[src/rtl/upscale_pkg.sv]
package upscale_pkg;
  localparam int NTAP = 4;

  typedef enum logic [1:0] {
    ST_FILL  = 2'd0,
    ST_RUN   = 2'd1,
    ST_DRAIN = 2'd2
  } ups_state_e;
endpackage

[src/rtl/upscale_fir.sv]
module upscale_fir #(
  parameter int DW = 8,
  parameter int CW = 8
) (
  input  logic [upscale_pkg::NTAP*DW-1:0] win,
  input  logic [upscale_pkg::NTAP*CW-1:0] coef,
  output logic [DW-1:0]                    y
);
  localparam int NT = upscale_pkg::NTAP;
  localparam int PW = DW + CW + 2;
  localparam int SW = PW + $clog2(NT);
  localparam int SH = CW - 1;

  logic signed [PW-1:0] prod [NT];

  for (genvar t = 0; t < NT; t++) begin : g_tap
    logic [CW-1:0]        raw;
    logic signed [CW:0]   cval;
    logic signed [DW:0]   sval;
    assign raw  = coef[t*CW +: CW];
    // the most negative code stands for the unit gain (+2^(CW-1))
    assign cval = (raw == {1'b1, {(CW-1){1'b0}}}) ? $signed({2'b01, {(CW-1){1'b0}}})
                                                   : $signed({raw[CW-1], raw});
    assign sval = $signed({1'b0, win[t*DW +: DW]});
    assign prod[t] = sval * cval;
  end

  logic signed [SW-1:0] acc;
  logic signed [SW-1:0] rnd;
  always_comb begin
    acc = '0;
    for (int t = 0; t < NT; t++) acc = acc + SW'(prod[t]);
    rnd = (acc + SW'(1 <<< (SH - 1))) >>> SH;
    if (rnd[SW-1])            y = '0;
    else if (|rnd[SW-2:DW])   y = '1;
    else                      y = rnd[DW-1:0];
  end
endmodule

[src/rtl/upscale_ctrl.sv]
module upscale_ctrl #(
  parameter int DW     = 8,
  parameter int FRAC_W = 10,
  parameter int SIZE_W = 11,
  parameter int PH_W   = 3
) (
  input  logic                            clk,
  input  logic                            rst_n,
  input  logic                            run_en,
  input  logic [FRAC_W-1:0]               step,
  input  logic [SIZE_W-1:0]               out_w_m1,
  input  logic                            in_valid,
  input  logic [DW-1:0]                   in_data,
  input  logic                            in_last,
  output logic                            in_ready,
  output logic                            out_valid,
  input  logic                            out_ready,
  output logic                            out_last,
  output logic [PH_W-1:0]                 phase,
  output logic [upscale_pkg::NTAP*DW-1:0] win_flat
);
  import upscale_pkg::*;

  ups_state_e        st_q;
  logic [1:0]        fill_q;
  logic              ended_q;
  logic [FRAC_W-1:0] frac_q;
  logic [SIZE_W-1:0] cnt_q;
  logic [DW-1:0]     win_q [NTAP];

  logic [FRAC_W:0] pos_sum;
  logic adv, is_last, need, in_fire, out_fire;

  assign pos_sum  = {1'b0, frac_q} + {1'b0, step};
  assign adv      = pos_sum[FRAC_W];
  assign is_last  = (cnt_q == out_w_m1);
  assign need     = adv && !ended_q && !is_last;
  assign phase    = frac_q[FRAC_W-1 -: PH_W];
  assign out_last = (st_q == ST_RUN) && is_last;

  always_comb begin
    in_ready = 1'b0;
    unique case (st_q)
      ST_FILL:  in_ready = run_en;
      ST_RUN:   in_ready = run_en && need && out_ready;
      ST_DRAIN: in_ready = run_en;
      default:  in_ready = 1'b0;
    endcase
  end

  assign out_valid = run_en && (st_q == ST_RUN) && (!need || in_valid);
  assign in_fire   = in_valid && in_ready;
  assign out_fire  = out_valid && out_ready;

  for (genvar t = 0; t < NTAP; t++) begin : g_flat
    assign win_flat[t*DW +: DW] = win_q[t];
  end

  always_ff @(posedge clk or negedge rst_n) begin
    if (!rst_n) begin
      st_q    <= ST_FILL;
      fill_q  <= '0;
      ended_q <= 1'b0;
      frac_q  <= '0;
      cnt_q   <= '0;
      for (int t = 0; t < NTAP; t++) win_q[t] <= '0;
    end else begin
      unique case (st_q)
        ST_FILL: if (in_fire) begin
          // preload: left edge replicated, later slots overwritten as samples arrive
          if (fill_q == 2'd0) begin
            for (int t = 0; t < NTAP; t++) win_q[t] <= in_data;
          end else if (fill_q == 2'd1) begin
            win_q[2] <= in_data;
            win_q[3] <= in_data;
          end else begin
            win_q[3] <= in_data;
          end
          if (in_last || fill_q == 2'd2) begin
            st_q    <= ST_RUN;
            ended_q <= in_last;
            frac_q  <= '0;
            cnt_q   <= '0;
            fill_q  <= '0;
          end else begin
            fill_q <= fill_q + 2'd1;
          end
        end
        ST_RUN: if (out_fire) begin
          if (is_last) begin
            st_q    <= ended_q ? ST_FILL : ST_DRAIN;
            ended_q <= 1'b0;
          end else begin
            cnt_q  <= cnt_q + 1'b1;
            frac_q <= pos_sum[FRAC_W-1:0];
            if (adv) begin
              for (int t = 0; t < NTAP-1; t++) win_q[t] <= win_q[t+1];
              win_q[NTAP-1] <= ended_q ? win_q[NTAP-1] : in_data;
              if (!ended_q && in_last) ended_q <= 1'b1;
            end
          end
        end
        ST_DRAIN: if (in_fire && in_last) st_q <= ST_FILL;
        default: st_q <= ST_FILL;
      endcase
    end
  end

  // a stalled output keeps its phase and window
  assert_hold_R9: assert property (@(posedge clk) disable iff (!rst_n)
    (run_en && out_valid && !out_ready) |=>
      (!run_en || (out_valid && $stable(phase) && $stable(win_flat))));

  // output counter never passes the programmed width
  assert_count_bound_R7: assert property (@(posedge clk) disable iff (!rst_n)
    (st_q == ST_RUN) |-> (cnt_q <= out_w_m1));

  // nothing more is offered right after the final output is taken
  assert_quiet_after_last_R7: assert property (@(posedge clk) disable iff (!rst_n)
    (out_fire && out_last) |=> !out_valid);

  // each line begins at position zero, phase zero
  assert_line_start_R3: assert property (@(posedge clk) disable iff (!rst_n)
    ((st_q == ST_RUN) && (cnt_q == '0)) |-> (frac_q == '0));
endmodule

[src/rtl/upscale_h.sv]
module upscale_h #(
  parameter int DW     = 8,
  parameter int CW     = 8,
  parameter int PHASES = 8,
  parameter int FRAC_W = 10,
  parameter int INC_W  = 12,
  parameter int SIZE_W = 11,
  parameter int MAX_UP = 8
) (
  input  logic                                  clk,
  input  logic                                  rst_n,
  input  logic [INC_W-1:0]                      cfg_inc,
  input  logic [SIZE_W-1:0]                     cfg_out_w_m1,
  input  logic [PHASES*upscale_pkg::NTAP*CW-1:0] cfg_coef,
  output logic                                  cfg_err,
  input  logic                                  in_valid,
  output logic                                  in_ready,
  input  logic [DW-1:0]                         in_data,
  input  logic                                  in_last,
  output logic                                  out_valid,
  input  logic                                  out_ready,
  output logic [DW-1:0]                         out_data,
  output logic                                  out_last
);
  localparam int WORD_W  = upscale_pkg::NTAP * CW;
  localparam int PH_W    = $clog2(PHASES);
  localparam int UNIT    = 1 << FRAC_W;
  localparam int MIN_INC = UNIT / MAX_UP;

  logic bypass, inc_ok, run_en;
  assign bypass  = (cfg_inc == '0);
  assign inc_ok  = (cfg_inc >= INC_W'(MIN_INC)) && (cfg_inc < INC_W'(UNIT));
  assign cfg_err = !bypass && !inc_ok;
  assign run_en  = inc_ok;

  logic                            f_in_ready, f_out_valid, f_out_last;
  logic [PH_W-1:0]                 phase;
  logic [upscale_pkg::NTAP*DW-1:0] win_flat;
  logic [WORD_W-1:0]               words [PHASES];
  logic [DW-1:0]                   f_y;

  for (genvar p = 0; p < PHASES; p++) begin : g_word
    assign words[p] = cfg_coef[p*WORD_W +: WORD_W];
  end

  upscale_ctrl #(.DW(DW), .FRAC_W(FRAC_W), .SIZE_W(SIZE_W), .PH_W(PH_W)) u_ctrl (
    .clk(clk), .rst_n(rst_n), .run_en(run_en),
    .step(cfg_inc[FRAC_W-1:0]), .out_w_m1(cfg_out_w_m1),
    .in_valid(in_valid), .in_data(in_data), .in_last(in_last), .in_ready(f_in_ready),
    .out_valid(f_out_valid), .out_ready(out_ready), .out_last(f_out_last),
    .phase(phase), .win_flat(win_flat)
  );

  upscale_fir #(.DW(DW), .CW(CW)) u_fir (
    .win(win_flat), .coef(words[phase]), .y(f_y)
  );

  assign in_ready  = bypass ? out_ready : f_in_ready;
  assign out_valid = bypass ? in_valid  : f_out_valid;
  assign out_data  = bypass ? in_data   : f_y;
  assign out_last  = bypass ? in_last   : f_out_last;

  // a refused configuration blocks both streams
  assert_err_blocks_R2: assert property (@(posedge clk) disable iff (!rst_n)
    cfg_err |-> (!in_ready && !out_valid));

  // bypass never lets the filter path raise a request
  assert_bypass_idle_R1: assert property (@(posedge clk) disable iff (!rst_n)
    bypass |-> (!f_out_valid && !f_in_ready));
endmodule

[config.mk]
export PLATFORM = sky130hd
export DESIGN_NAME = upscale_h
export DESIGN_NICKNAME = d
export VERILOG_FILES = /design/src/rtl/upscale_pkg.sv /design/src/rtl/upscale_fir.sv /design/src/rtl/upscale_ctrl.sv /design/src/rtl/upscale_h.sv
export SDC_FILE = /design/constraint.sdc
export NUM_CORES = 1
export LEC_CHECK = 0
export ABC_AREA = 1
export BUFFER_PORTS_ARGS = -buffer_cell sky130_fd_sc_hd__buf_2
export CAP_MARGIN = 5
export CORE_MARGIN = 2
export CORE_UTILIZATION = 30
export CTS_BUF_LIST = sky130_fd_sc_hd__clkbuf_16
export CTS_CLUSTER_SIZE = 30
export DETAILED_ROUTE_END_ITERATION = 10
export HOLD_SLACK_MARGIN = 0.15
export RECOVER_POWER = 50
export SYNTH_ARGS = -nofsm -noshare
export SYNTH_HDL_FRONTEND = slang
export SYNTH_SLANG_ARGS = --single-unit
[constraint.sdc]
create_clock -name clk -period 10.02 [get_ports clk]
set_input_delay 1.503 -clock clk [delete_from_list [all_inputs] [get_ports clk]]
set_output_delay 1.503 -clock clk [all_outputs]
set_load 0.005 [all_outputs]
==> reports/results.ini <==
[synthesis]
synth_largest_area_cell=fa_1
synth_cells=2297
syn_area_per_cell_sq_um=7.24
synth_ff_type=dfrtp_1
syn_nets=3013
ys_ff_latch=58
yosys-top-cells-area=fa_1, ha_1, inv_1, nand2_1, dfrtp_1
synthArstFlopShare_pct=100
synth_area_sq_um=16600
ys_top_cells_by_count=inv_1, nand2_1, nor2_1
synth_edf_count=0
yosys_warnings=0
synth.distinct_cells=42
yosysSeqAreaShare_pct=8.73
synthDominantCellAreaShare_pct=32.0
yosysMostFrequentCell=inv_1

[detailed_routing]
routed.top_layer=met5
routed_wirelength_mm=57.5
drc=0
wire_per_inst_um=16.8
wl_met1_mm=24.3
wl_met3_mm=3.63
ant_nets=0
wl_met2_mm=27.3
vias=15800
dr.pass1.iters=7
post_drt_via_cell_ratio=4.63
dr.first_iter.drc_count=990

[critical_path]
crit_start=cfg_coef[213]
cp_slowest_stage_delay_ps=580
r2r-start=u_ctrl.frac_q[7]$_DFFE_PN0P_
path_max_fanout=4
crit_required_ps=8520
arrival_ps=8510
startpoint_type=input pin
rrSetupSlack_ps=6670
path_class=in2out
cp-end-kind=output port
critical-path-slowest-cell=fa_2

[clock_network]
cts_root_buf=clkbuf_16
clk_path_buf_depth=2
cts_buffers=9
clkSinkCount=58
h-tree-depth=3
clkLatencyLatePin_ps=360
cts_tree=done
clkTransAtPathRegs_ps=60

[timing]
hold_slack_ps=491
finClkSkew_ps=11.3
drv_slew=59
tightest_slew_ps=3670
min_period_ps=10010
fmax_ghz=0.0999
setup_tns_ps=0
setup_viol=0
hold_viol_final=0
period_share_pct=99.9
grt_setup_unrepaired=true
relSlewSlack_pct=-145

[floorplanning]
boundaryPins=304
dieWidth_um=239
initial_utilization_pct=30.2
num_rows=86
coreArea_sq_um=55000
dieArea_sq_um=57300
die_h_um=239

[placed_design]
port_buffers=303
place_congestion=0.960
hpwl_mm=48.8

[hold_path]
hold_class=reg2reg
min-delay-start=u_ctrl.frac_q[4]$_DFFE_PN0P_

[outcome]
status=finished, violations left
violations=max-capacitance violations, max-slew violations

[final_layout]
syn2layout_area_growth_pct=23.7
drive_gt1_share_pct=22.2
fillers=5824
num-nets-final=3377

[grt]
grt_pass1_vias=16600
grt_max_degree=76
grt_usage_pct=20.9
grt_pass1_wl_mm=91.3
gr-total-overflow=0
antenna_found_initial=5

[job]
drv_cap=1

worst max-delay path: cells and delay by family:
kind | cells | cell delay [ps]
compound gates | 5 | 950
fa+ha+maj | 9 | 4150
buf+inv | 9 | 780
simple gates | 7 | 960
xor+xnor | 1 | 170
area by class of cell:
| type | count | area [sq um] | area share [%] |
|---|---|---|---|
| diodes | 2 | 5.00 | 0.0243 |
| clock buffers | 9 | 225 | 1.10 |
| well taps | 748 | 936 | 4.55 |
| flip-flops and latches | 58 | 1460 | 7.08 |
| clock inverters | 7 | 87.6 | 0.426 |
| repair buffers | 429 | 2550 | 12.4 |
| inverters | 522 | 1970 | 9.56 |
| multi-input cells | 1641 | 13300 | 64.8 |
what timing repair did:
| item | CTS | global route |
|---|---|---|
| endpoints found under the hold margin | 0 | 0 |
| gates resized for setup | 39 | 132 |
| hold buffers | 0 | 0 |
| setup endpoints to repair | 8 | 8 |
| buffers inserted | 8 | 7 |
| pin swaps | 24 | 50 |
kinds of logic (layout without fill, tap and decap cells):
| family | after synthesis | count (layout) | share of synthesized area [%] |
|---|---|---|---|
| and+or+nand+nor | 917 | 917 | 22.2 |
| buffers and inverters | 598 | 967 | 14.4 |
| adders and majority gates | 424 | 424 | 43.9 |
| AOI/OAI and AO/OA | 271 | 271 | 9.25 |
| DFF | 58 | 58 | 8.73 |
| xor gates and xnor gates | 29 | 29 | 1.53 |
| other | 0 | 2 | 0 |
through the flow:
| stage | cell area, sq um | utilization (%) | setup WS, ps | std cells |
|---|---|---|---|---|
| final | 20600 | 37.4 | 11.8 | 3416 |
| after global routing | 20600 | 37.4 | -180 | 3416 |
| after CTS | 20100 | 36.5 | -27.5 | 3407 |
| after detailed placement | 19500 | 35.5 | -264 | 3383 |
| after global placement | 19500 | 35.5 | -198 | 3383 |
| after floorplan | 16600 | - | 531 | 2297 |
sequential cells by signal (all words and copies together), names as in the netlist:
register         count
u_ctrl.st_q          2
u_ctrl.fill_q        2
u_ctrl.ended_q       1
u_ctrl.frac_q       10
u_ctrl.win_flat     32
u_ctrl.cnt_q        11
final timing paths:
check                                             endpoint  cells after the start
min in group asynchronous      u_ctrl.cnt_q[9]$_DFFE_PN0P_                      2
min                           u_ctrl.frac_q[4]$_DFFE_PN0P_                      2
max reg2reg                u_ctrl.win_flat[24]$_DFFE_PN0P_                     12
min reg2reg                   u_ctrl.frac_q[4]$_DFFE_PN0P_                      2
max                                            out_data[6]                     31
max in group asynchronous     u_ctrl.frac_q[7]$_DFFE_PN0P_                      2
layer usage:
layer / global-route usage, % / vias to the layer above
met5: 0 / -
met4: 8.05 / 4
met3: 4.84 / 110
met2: 34.8 / 475
met1: 26.1 / 7561
li1: - / 7678
placed cells by master, fill, tap and decap left out, drive strengths merged, types with 8 or more instances in the layout:
cell type	instances
inv	521
nand2	484
buf	428
nor2	319
fa	266
o21ai	178
ha	158
nand3	72
dfrtp	58
a21oi	39
o221ai	27
xor2	22
o211ai	11
nand4	11
clkbuf	10
and2	9
nor3	8
Power is not shown: default switching activity piles up to over one toggle a cycle in this logic, so the estimate is an artifact.
